`config.mk`:
```
export PLATFORM = sky130hd
export DESIGN_NAME = mux_ad_port
export DESIGN_NICKNAME = d
export VERILOG_FILES = /design/src/rtl/mp_pkg.sv /design/src/rtl/mp_phase_ctrl.sv /design/src/rtl/mp_flag_io.sv /design/src/rtl/mp_pin_mux.sv /design/src/rtl/mux_ad_port.sv
export SDC_FILE = /design/constraint.sdc
export NUM_CORES = 1
export LEC_CHECK = 0
export CAP_MARGIN = 20
export CORE_ASPECT_RATIO = 0.8
export CORE_MARGIN = 3
export CORE_UTILIZATION = 44
export CTS_CLUSTER_DIAMETER = 50
export CTS_CLUSTER_SIZE = 40
export DETAILED_ROUTE_END_ITERATION = 6
export MAX_ROUTING_LAYER = met4
export PLACE_DENSITY = 0.8
export SYNTH_ARGS = -nofsm -noshare
export SYNTH_HDL_FRONTEND = slang
export SYNTH_SLANG_ARGS = --single-unit
```
`constraint.sdc`:
```
create_clock -name clk -period 3.1 [get_ports clk]
set_clock_uncertainty 0.1 [all_clocks]
set_input_delay 0.775 -clock clk [delete_from_list [all_inputs] [get_ports clk]]
set_output_delay 0.775 -clock clk [all_outputs]
set_load 0.05 [all_outputs]
```
`src/rtl/mp_pkg.sv`:
```
package mp_pkg;
  typedef enum logic [1:0] {
    PH_IDLE = 2'd0,
    PH_ADDR = 2'd1,
    PH_DATA = 2'd2
  } phase_t;
endpackage

```
`src/rtl/mp_phase_ctrl.sv`:
```
module mp_phase_ctrl
  import mp_pkg::*;
#(
  parameter int CNT_W = 4
) (
  input  logic             clk,
  input  logic             rst_n,
  input  logic             start,
  input  logic [CNT_W-1:0] alen,
  input  logic [CNT_W-1:0] dlen,
  output phase_t           phase,
  output logic             last_data,
  output logic             ack
);
  localparam logic [CNT_W-1:0] ONE = {{(CNT_W-1){1'b0}}, 1'b1};

  phase_t           phase_q, phase_d;
  logic [CNT_W-1:0] cnt_q, cnt_d;
  logic [CNT_W-1:0] dlen_q, dlen_d;
  logic             ack_q, ack_d;
  logic             cnt_zero;

  function automatic logic [CNT_W-1:0] len_m1(input logic [CNT_W-1:0] v);
    return (v == '0) ? '0 : (v - ONE);
  endfunction

  assign cnt_zero  = (cnt_q == '0);
  assign last_data = (phase_q == PH_DATA) && cnt_zero;

  always_comb begin
    phase_d = phase_q;
    cnt_d   = cnt_q;
    dlen_d  = dlen_q;
    ack_d   = 1'b0;
    unique case (phase_q)
      PH_IDLE: begin
        if (start) begin
          phase_d = PH_ADDR;
          cnt_d   = len_m1(alen);
          dlen_d  = dlen;
        end
      end
      PH_ADDR: begin
        if (cnt_zero) begin
          phase_d = PH_DATA;
          cnt_d   = len_m1(dlen_q);
        end else begin
          cnt_d = cnt_q - ONE;
        end
      end
      PH_DATA: begin
        if (cnt_zero) begin
          phase_d = PH_IDLE;
          ack_d   = 1'b1;
        end else begin
          cnt_d = cnt_q - ONE;
        end
      end
      default: phase_d = PH_IDLE;
    endcase
  end

  always_ff @(posedge clk or negedge rst_n) begin
    if (!rst_n) begin
      phase_q <= PH_IDLE;
      cnt_q   <= '0;
      dlen_q  <= '0;
      ack_q   <= 1'b0;
    end else begin
      phase_q <= phase_d;
      cnt_q   <= cnt_d;
      dlen_q  <= dlen_d;
      ack_q   <= ack_d;
    end
  end

  assign phase = phase_q;
  assign ack   = ack_q;

  assert_ack_single_R7: assert property (@(posedge clk) disable iff (!rst_n)
    ack_q |=> !ack_q);
  assert_ack_after_data_R7: assert property (@(posedge clk) disable iff (!rst_n)
    last_data |=> (ack_q && phase_q == PH_IDLE));
  assert_start_addr_R1: assert property (@(posedge clk) disable iff (!rst_n)
    (start && phase_q == PH_IDLE) |=> (phase_q == PH_ADDR));
  assert_addr_to_data_R5: assert property (@(posedge clk) disable iff (!rst_n)
    (phase_q == PH_ADDR && cnt_zero) |=> (phase_q == PH_DATA));
  assert_busy_ignores_start_R8: assert property (@(posedge clk) disable iff (!rst_n)
    (phase_q == PH_DATA && !cnt_zero) |=> (phase_q == PH_DATA));
endmodule

```
`src/rtl/mp_flag_io.sv`:
```
module mp_flag_io #(
  parameter int PIN_W = 16
) (
  input  logic             clk,
  input  logic             rst_n,
  input  logic [PIN_W-1:0] pin_in,
  input  logic [PIN_W-1:0] flag_oe,
  input  logic [PIN_W-1:0] flag_val,
  output logic [PIN_W-1:0] pin_oe_map,
  output logic [PIN_W-1:0] pin_val_map,
  output logic [PIN_W-1:0] flag_sync
);
  localparam int HALF = PIN_W / 2;

  logic [PIN_W-1:0] flag_raw;
  logic [PIN_W-1:0] sync1_q, sync2_q;
  logic [1:0]       warm_q;

  for (genvar p = 0; p < PIN_W; p++) begin : g_pin
    localparam int FL = (p < HALF) ? (p + HALF) : (p - HALF);
    assign pin_oe_map[p]  = flag_oe[FL];
    assign pin_val_map[p] = flag_val[FL];
    assign flag_raw[FL]   = pin_in[p];
  end

  always_ff @(posedge clk or negedge rst_n) begin
    if (!rst_n) begin
      sync1_q <= '0;
      sync2_q <= '0;
      warm_q  <= '0;
    end else begin
      sync1_q <= flag_raw;
      sync2_q <= sync1_q;
      if (warm_q != 2'd2) warm_q <= warm_q + 2'd1;
    end
  end

  assign flag_sync = sync2_q;

  assert_flag_two_stage_R11: assert property (@(posedge clk) disable iff (!rst_n)
    (warm_q == 2'd2) |-> (sync2_q == $past({pin_in[HALF-1:0], pin_in[PIN_W-1:HALF]}, 2)));
endmodule

```
`src/rtl/mp_pin_mux.sv`:
```
module mp_pin_mux
  import mp_pkg::*;
#(
  parameter int PIN_W  = 16,
  parameter int ADDR_W = 24
) (
  input  phase_t            phase,
  input  logic              flag_mode,
  input  logic              wide,
  input  logic              wr,
  input  logic [ADDR_W-1:0] addr,
  input  logic [PIN_W-1:0]  wdata,
  input  logic [PIN_W-1:0]  flag_oe_map,
  input  logic [PIN_W-1:0]  flag_val_map,
  output logic [PIN_W-1:0]  ad_out,
  output logic [PIN_W-1:0]  ad_oe,
  output logic              ale,
  output logic              rd_strb,
  output logic              wr_strb
);
  localparam int HALF = PIN_W / 2;
  localparam logic [PIN_W-1:0] UPPER = {{HALF{1'b1}}, {HALF{1'b0}}};

  always_comb begin
    ad_out  = '0;
    ad_oe   = '0;
    ale     = 1'b0;
    rd_strb = 1'b0;
    wr_strb = 1'b0;
    unique case (phase)
      PH_ADDR: begin
        ale   = 1'b1;
        ad_oe = '1;
        if (wide) ad_out = addr[PIN_W-1:0];
        else      ad_out = addr[ADDR_W-1:ADDR_W-PIN_W];
      end
      PH_DATA: begin
        rd_strb = !wr;
        wr_strb = wr;
        if (wide) begin
          ad_out = wr ? wdata : '0;
          ad_oe  = wr ? '1 : '0;
        end else begin
          ad_out = {addr[HALF-1:0], (wr ? wdata[HALF-1:0] : {HALF{1'b0}})};
          ad_oe  = wr ? '1 : UPPER;
        end
      end
      default: begin
        if (flag_mode) begin
          ad_out = flag_val_map;
          ad_oe  = flag_oe_map;
        end
      end
    endcase
  end
endmodule

```
`src/rtl/mux_ad_port.sv`:
```
module mux_ad_port
  import mp_pkg::*;
#(
  parameter int PIN_W  = 16,
  parameter int ADDR_W = 24,
  parameter int CNT_W  = 4
) (
  input  logic              clk,
  input  logic              rst_n,
  input  logic              port_off,
  input  logic              wide_mode,
  input  logic [CNT_W-1:0]  addr_cycles,
  input  logic [CNT_W-1:0]  data_cycles,
  input  logic              req,
  input  logic              req_wr,
  input  logic [ADDR_W-1:0] req_addr,
  input  logic [PIN_W-1:0]  req_wdata,
  output logic              busy,
  output logic              ack,
  output logic [PIN_W-1:0]  rdata,
  output logic [PIN_W-1:0]  ad_out,
  output logic [PIN_W-1:0]  ad_oe,
  input  logic [PIN_W-1:0]  ad_in,
  output logic              ale,
  output logic              rd_strb,
  output logic              wr_strb,
  input  logic [PIN_W-1:0]  flag_oe,
  input  logic [PIN_W-1:0]  flag_val,
  output logic [PIN_W-1:0]  flag_sync
);
  localparam int HALF = PIN_W / 2;

  phase_t            phase;
  logic              last_data;
  logic              start;
  logic              wide_q, wr_q;
  logic [ADDR_W-1:0] addr_q;
  logic [PIN_W-1:0]  wdata_q, rdata_q, rdata_d;
  logic              rd_load;
  logic [PIN_W-1:0]  oe_map, val_map;

  assign start   = req && !port_off && (phase == PH_IDLE);
  assign rd_load = last_data && !wr_q;
  assign rdata_d = wide_q ? ad_in : {{HALF{1'b0}}, ad_in[HALF-1:0]};

  always_ff @(posedge clk or negedge rst_n) begin
    if (!rst_n) begin
      wide_q  <= 1'b0;
      wr_q    <= 1'b0;
      addr_q  <= '0;
      wdata_q <= '0;
    end else if (start) begin
      wide_q  <= wide_mode;
      wr_q    <= req_wr;
      addr_q  <= req_addr;
      wdata_q <= req_wdata;
    end
  end

  always_ff @(posedge clk or negedge rst_n) begin
    if (!rst_n)       rdata_q <= '0;
    else if (rd_load) rdata_q <= rdata_d;
  end

  mp_phase_ctrl #(.CNT_W(CNT_W)) u_ctrl (
    .clk       (clk),
    .rst_n     (rst_n),
    .start     (start),
    .alen      (addr_cycles),
    .dlen      (data_cycles),
    .phase     (phase),
    .last_data (last_data),
    .ack       (ack)
  );

  mp_flag_io #(.PIN_W(PIN_W)) u_flags (
    .clk         (clk),
    .rst_n       (rst_n),
    .pin_in      (ad_in),
    .flag_oe     (flag_oe),
    .flag_val    (flag_val),
    .pin_oe_map  (oe_map),
    .pin_val_map (val_map),
    .flag_sync   (flag_sync)
  );

  mp_pin_mux #(.PIN_W(PIN_W), .ADDR_W(ADDR_W)) u_mux (
    .phase        (phase),
    .flag_mode    (port_off),
    .wide         (wide_q),
    .wr           (wr_q),
    .addr         (addr_q),
    .wdata        (wdata_q),
    .flag_oe_map  (oe_map),
    .flag_val_map (val_map),
    .ad_out       (ad_out),
    .ad_oe        (ad_oe),
    .ale          (ale),
    .rd_strb      (rd_strb),
    .wr_strb      (wr_strb)
  );

  assign busy  = (phase != PH_IDLE);
  assign rdata = rdata_q;

  assert_no_ale_with_strobe_R5: assert property (@(posedge clk) disable iff (!rst_n)
    ale |-> !(rd_strb || wr_strb));
  assert_ignore_when_off_R8: assert property (@(posedge clk) disable iff (!rst_n)
    (port_off && !busy) |=> !busy);
  assert_capture_stable_R9: assert property (@(posedge clk) disable iff (!rst_n)
    busy |=> ($stable(wide_q) && $stable(wr_q) && $stable(addr_q)));
  assert_rdata_hold_R6: assert property (@(posedge clk) disable iff (!rst_n)
    !rd_load |=> $stable(rdata_q));
  assert_idle_quiet_R12: assert property (@(posedge clk) disable iff (!rst_n)
    (!busy && !port_off) |-> (ad_oe == '0 && !ale && !rd_strb && !wr_strb));
endmodule

```
==> impl_results.md, run 1 <==
- Status: completed
- Clock-pin transition on the worst setup and hold timing paths: 0.07 ns
- CTS max path bufs: 2
- Sequential Area: roughly 0.0025 mm^2
- Setup TNS: 0 ns
- Nets@finish: around 650
- Antenna violations before repair: 0
- Post-route ant nets: 0
- H-tree depth: 3
- Global-route usage over all layers: between 20% and 30%
- Post-synth EDFFs: 0
- Placement Setup Slack: slightly above 0.07 ns
- Vias in the first global route: between 3000 and 4000
- Total power: around 7.6 mW
- DRC viols: 0
- Post-route insts no fill: just under 700
- Fin crit share: 97.4%
- Most frequent cells in the layout: clkdlybuf4s50_1 (134), dfrtp_1 (101), mux2_2 (63), buf_12 (35), nand2_1 (28)
- Most common flop cell mapped by yosys: dfrtp_1
- F_max: approximately 330 MHz
- Skew-Pair Late Insertion Delay: around 0.34 ns
- Reg2reg start: u_ctrl.cnt_q[0]$_DFFE_PN0P_
- CP Class: in2out
- Sum of net half-perimeters after detailed placement: ~9100 um
- Slew Limit Fails: 0
- Fill cells: approximately 680
- Area used by multi-input combinational logic: 0.00197 mm^2
- Syn Nets: 483
- Comb power frac: between 50% and 60%
- Power per standard cell area: between 1000 and 1500 mW/mm^2
- Seq/Total Area, Yosys: a little under three fifths
- CP Launch Type: primary input
- Root Buffer: clkbuf_16
- Port bufs: 170
- Core area: between 0.009 and 0.01 mm^2
- Worst Reg-to-Reg Cells: 5
- Drt pass-1 iters: 4
- Mapped Area: about 0.0045 mm^2
- Via count: approximately 3600
- Iteration-0 DRC Markers: ~110
- Number of diodes: 0
- Syn Inst Count: around 370
- Top Ports: between 150 and 200
- Crit path time final: slightly above 3 ns
- Sequential power share: between 20% and 30%
- Post-synth ARST share: 100%
- Area Overhead vs Synth: 57.0%
- NetSw: 3.30 mW
- Routed len/inst: about 18 um
- Worst Setup SP: port_off
- Share of cells above drive strength 1: between 20% and 30%
- Hold Fails Final Rpt: 0
- Worst endpoint data arrival time: roughly 2.1 ns
- Worst slew pin tran: between 0.8 and 0.9 ns
- Worst r2r dst: rdata[3]$_DFFE_PN0P_
- Largest net degree at the start of global routing: between 50 and 60
- Crit. End Element: output pin
- P_leak: 3.05 nW
- Clock Power Share: approximately 14%
- Total CTS buffers: 9
- Critical Path Sink: ad_out[13]
- Reg2Reg Setup Slack: slightly below 0.8 ns
- Pint: 4.34 mW
- Global-route wire length before repair: about 20000 um
- # setup viols final: 0
- Post-placement cell count: roughly 660
- Die outline height: ~97 um
- Switching share of power: a little over two fifths
- Mean area per synthesized cell: between 10 and 15 um^2
- Setup ws final: 0.0821 ns
- TritonCTS clock tree: built
- VDD IR max: 0.664 mV
- RSZ-0062 raised after global routing: yes
- Number of synthesized register bits: slightly above 100
- Post-CTS Setup Bufs: 0
- YS warnings: 0
- Total of max-cap violations: 0
- Die area: approximately 0.012 mm^2
- # clock sinks: 101
- CP Data Required Time: roughly 2.2 ns
- GR Overflow Total: 0
- Chip Width: approximately 120 um
- Post-synthesis cell type count: 41
- Most common cell after layout, fill and taps aside: clkdlybuf4s50_1
- Starting density of the core: between 40% and 50%
- Final GP Congestion: roughly 0.84
- # rows: 32
- Fin util: between 70% and 80%
- Routed vias/inst: between 5 and 6
- Slew HR: roughly two fifths
- CP Max Fanout: 32
- Final WL: roughly 12000 um
- Hold crit path type: reg2reg
worst min path at each step:
stage / endpoint / cells past startpoint / startpoint / slack, ns
detailed placement: u_flags.flag_sync[7]$_DFF_PN0_ / 0 / u_flags.sync1_q[7]$_DFF_PN0_ / 0.23
global route: u_flags.flag_sync[2]$_DFF_PN0_ / 0 / u_flags.sync1_q[2]$_DFF_PN0_ / 0.26
floorplan: u_flags.flag_sync[0]$_DFF_PN0_ / 0 / u_flags.sync1_q[0]$_DFF_PN0_ / 0.23
CTS: u_flags.flag_sync[8]$_DFF_PN0_ / 0 / u_flags.sync1_q[8]$_DFF_PN0_ / 0.25
finish: u_flags.flag_sync[8]$_DFF_PN0_ / 0 / u_flags.sync1_q[8]$_DFF_PN0_ / 0.25
global placement: u_flags.flag_sync[12]$_DFF_PN0_ / 0 / u_flags.sync1_q[12]$_DFF_PN0_ / 0.23
power groups by stage:
| stage | registers, mW | clock network [mW] | logic [mW] |
|---|---|---|---|
| final | 2.08 | 1.06 | 4.49 |
| after detailed placement | 2.10 | 0 | 4.47 |
| after floorplan | 2.40 | 0 | 2.41 |
| after global routing | 2.15 | 1.14 | 4.73 |
| after CTS | 2.08 | 1.09 | 4.48 |
| after global placement | 2.07 | 0 | 4.39 |
kinds of logic (layout without fill, tap and decap cells):
kind of cell	after synthesis	count (layout)	synth area share [%]
AO/OA/AOI/OAI	95	95	14.0
buffers and inverters	36	206	4.39
AND/OR/NAND/NOR	69	69	7.70
multiplexers	64	64	15.9
flip-flops	101	101	55.7
adder cells (fa/ha/maj)	7	7	1.93
XOR/XNOR	2	2	0.386
Yosys cell counts (all sizes together), types with 2 or more instances:
| cell type | n | area share (%) |
|---|---|---|
| a21o | 16 | 2.6 |
| ha | 7 | 1.9 |
| nor3b | 3 | 0.61 |
| mux2 | 63 | 16 |
| nand2b | 10 | 1.4 |
| dfrtp | 101 | 56 |
| nor2b | 4 | 0.55 |
| clkbuf | 13 | 1.1 |
| a211oi | 3 | 0.50 |
| buf | 13 | 2.5 |
| a21oi | 9 | 0.99 |
| o21ai | 26 | 2.9 |
| or2 | 2 | 0.28 |
| nor3 | 7 | 0.77 |
| a22oi | 23 | 3.8 |
| nand2 | 28 | 2.3 |
| nor2 | 9 | 0.74 |
| inv | 10 | 0.83 |
| o31ai | 9 | 1.5 |
worst max-delay path, stage by stage:
cell and delay [ns]:
clkdlybuf4s50_1 0.41, nor2b_2 0.17, buf_12 0.17, a22oi_1 0.30
o31ai_4 0.13, buf_12 0.17
through the flow:
stage                     area, um^2  hold WS (ns)
after floorplan                 4670         0.231
after global placement          6800         0.232
after detailed placement        6800         0.235
after CTS                       7090         0.252
after global routing            7120         0.256
final                           7120         0.252
metal layers:
metal	part of all wire, %	global-route usage, %	vias up
met4	2.6	7.92	0
met3	6.8	5.61	23
met1	39	26.8	1749
met2	51	36.3	126
met5	0	-	-
li1	-	-	1667
flip-flops by register name, indices dropped and copies added, names as in the netlist:
| signal | cells |
|---|---|
| u_flags.flag_sync | 16 |
| wr_q | 1 |
| wide_q | 1 |
| u_ctrl.cnt_q | 4 |
| u_ctrl.dlen_q | 4 |
| addr_q | 24 |
| rdata | 16 |
| u_flags.sync1_q | 16 |
| wdata_q | 16 |
| u_ctrl.phase | 2 |
| u_ctrl.ack | 1 |
layout make-up:
cell class | count | area share, %
clock inverter | 6 | 0.756
timing repair buffer | 180 | 29.9
sequential | 101 | 35.5
inverter | 10 | 0.527
multi-input combinational | 237 | 27.7
tap | 136 | 2.39
clock buffer | 10 | 3.22
repair_timing:
item | CTS | global route
endpoints found under the setup margin | 8 | 15
hold buffers | 0 | 0
resized for setup | 1 | 8
Note: power is estimated with default switching activity, not from simulation.
==> inputs of run 2 (changes only) <==
- TNS_END_PERCENT: default -> 30
==> run 2 against run 1 <==
Cell count grew 1.2%. Largest power group unchanged. Critical path depth is the same. Global-route usage is 0.077 points lower. Core utilization grew 0.44 points.
==> impl_results.md, run 2 (synthesis gave the netlist of run 1 again) <==
- CP Max Fanout: 24 (-25%)
- Post-route insts no fill: 688 (+1.2%)
- Reg2reg start: u_ctrl.cnt_q[0]$_DFFE_PN0P_
- Die area: 0.0116 mm^2 (unchanged)
- Slew HR: 46.5% (+6.2 points)
- Hold Fails Final Rpt: 0 (unchanged)
- Worst hold path depth: 0 (unchanged)
- CP Class: in2out
- Share of cells above drive strength 1: 28.4% (+0.50 points)
- Reg2Reg Setup Slack: 0.81 ns (+0.04 ns)
- Clock-pin transition on the worst setup and hold timing paths: 0.07 ns (about the same)
- DRC viols: 0 (unchanged)
- Fill cells: 704 (+4.3%)
- Setup ws final: 0.0756 ns (-0.00653 ns)
- # setup viols final: 0 (unchanged)
- Final GP Congestion: 0.801 (-4.2%)
- Skew-Pair Late Insertion Delay: 0.34 ns (about the same)
- Core area: 0.00985 mm^2 (unchanged)
- P_leak: 3.09 nW (+1.3%)
- F_max: 331 MHz (-0.22%)
- # rows: 32 (unchanged)
- Worst hold start: u_flags.sync1_q[4]$_DFF_PN0_
- Total of max-cap violations: 0 (unchanged)
- Port bufs: 170 (unchanged)
- Delay of the slowest critical-path stage: 0.41 ns (about the same)
- Most flops, register: addr_q
- Fin crit share: 97.6% (+0.21 points)
- Worst endpoint data arrival time: 2.15 ns (about the same)
- Largest net degree at the start of global routing: 60 (+1.7%)
- Worst Hold Margin: 0.252 ns (-0.000157 ns)
- Routed len/inst: 18.0 um (+0.17%)
- Antenna violations before repair: 0 (unchanged)
- Total CTS buffers: 9 (unchanged)
- Global-route wire length before repair: 19800 um (+0.56%)
- Post-route ant nets: 0 (unchanged)
- Worst r2r dst: rdata[1]$_DFFE_PN0P_
- Slew Limit Fails: 0 (unchanged)
- Nets@finish: 656 (+1.2%)
- Setup TNS: 0 ns (unchanged)
- Sequential Area: 0.00253 mm^2 (unchanged)
- Starting density of the core: 46.0% (unchanged)
- Vias in the first global route: 3907 (+5.0%)
- Hold crit path type: reg2reg
- Chip Width: 119 um (unchanged)
- Routed vias/inst: 5.24 (about the same)
- Area Overhead vs Synth: 58.0%
- Slowest CP cell: clkdlybuf4s50_1
- Placed Area: 0.00682 mm^2 (+0.22%)
- Status: completed
- TritonCTS clock tree: built
- Sum of net half-perimeters after detailed placement: 9290 um (+1.7%)
- Placement Setup Slack: 0.0976 ns (+0.0261 ns)
- H-tree depth: 3 (unchanged)
- Most common cell after layout, fill and taps aside: clkdlybuf4s50_1
- CTS max path bufs: 2 (unchanged)
- GR Overflow Total: 0 (unchanged)
- Area used by multi-input combinational logic: 0.00192 mm^2 (-2.4%)
- Iteration-0 DRC Markers: 151 (+39%)
- CP dominant cell by count: buf_12
- Root Buffer: clkbuf_16
- Worst slew pin tran: 0.801 ns (-0.0924 ns)
- Largest register FFs: 24 (unchanged)
- Hold endpoint: u_flags.flag_sync[4]$_DFF_PN0_
- RSZ-0062 raised after global routing: no
- Worst Reg-to-Reg Cells: 5 (unchanged)
- Power per standard cell area: 1080 mW/mm^2 (+0.65%)
- Crit-path cells: clkdlybuf4s50_1, nor2b_2, buf_12, a22oi_1, o31ai_4, buf_12
- Drt pass-1 iters: 4 (unchanged)
- # clock sinks: 101 (unchanged)
- Final non-filler cell area: 0.00716 mm^2 (+0.61%)
- Global-route usage over all layers: 22.1% (-0.077 points)
- Die outline height: 96.8 um (unchanged)
- Top Ports: 171 (unchanged)
- Post-placement cell count: 670 (+0.90%)
- Crit. End Element: output pin
- Crit path time final: 3.02 ns (+0.00653 ns)
- Final WL: 12400 um (+1.3%)
- Most frequent cells in the layout: clkdlybuf4s50_1 (134), dfrtp_1 (101), mux2_2 (63), buf_12 (35), nand2_1 (28)
- Number of diodes: 0 (unchanged)
- CP Launch Type: primary input
- VDD IR max: 0.604 mV (-9.0%)
- Via count: 3606 (+1.2%)
- CP Data Required Time: 2.22 ns (about the same)
[run 2: worst max-delay path by stage]
| stage | from | to | slack, ns | cells after the start |
|---|---|---|---|---|
| floorplan | u_ctrl.phase[1]$_DFFE_PN0P_ | ad_out[12] | -0.06 | 6 |
| global placement | port_off | ad_out[14] | 0.14 | 6 |
| detailed placement | port_off | ad_out[13] | 0.1 | 6 |
| CTS | u_ctrl.phase[0]$_DFFE_PN0P_ | ad_out[13] | 0.01 | 8 |
| global route | u_ctrl.phase[0]$_DFFE_PN0P_ | ad_oe[14] | 0.01 | 8 |
| finish | port_off | ad_out[13] | 0.08 | 6 |
[run 2: worst max-delay path: cells and delay by family]
kind,cells,cell delay [ns]
and+or+nand+nor,1,0.17
AOI/OAI and AO/OA,2,0.44
buffers and inverters,3,0.73
[run 2: area by class of cell]
class	count	share of cell area, %
clock buffer	9	3.14
clock inverter	7	1.34
inverter	10	0.524
multi-input combinational	237	26.8
sequential	101	35.3
tap	136	2.38
timing repair buffer	188	30.5
[run 2: metal layers]
metal	wire length (um)	share of wire [%]	vias up	track usage, %
met3	754	6.1	14	4.68
met5	0	0	-	-
met2	6570	53	134	38.9
met1	4870	39	1775	25.0
met4	174	1.4	0	7.66
li1	-	-	1683	-
[run 2: metrics by stage]
| step | power, mW | utilization, % |
|---|---|---|
| floorplan | 4.77 | - |
| global placement | 6.44 | 69.2 |
| detailed placement | 6.58 | 69.2 |
| CTS | 7.78 | 72.5 |
| global route | 8.11 | 72.7 |
| finish | 7.73 | 72.7 |
[run 2: power by group]
group | switching [mW] | internal, mW | total, mW
Combinational | 2.43 | 2.02 | 4.45
Clock | 0.574 | 0.591 | 1.16
Sequential | 0.332 | 1.78 | 2.11
Total | 3.34 | 4.39 | 7.73
[run 2: repair_timing]
action / in CTS / in global routing
endpoints found under the hold margin: 0 / 0
buffers inserted: 0 / 2
setup endpoints to repair: 8 / 15
gates cloned: 0 / 0
hold buffers: 0 / 0
gates resized for setup: 1 / 2
pin swaps: 0 / 1
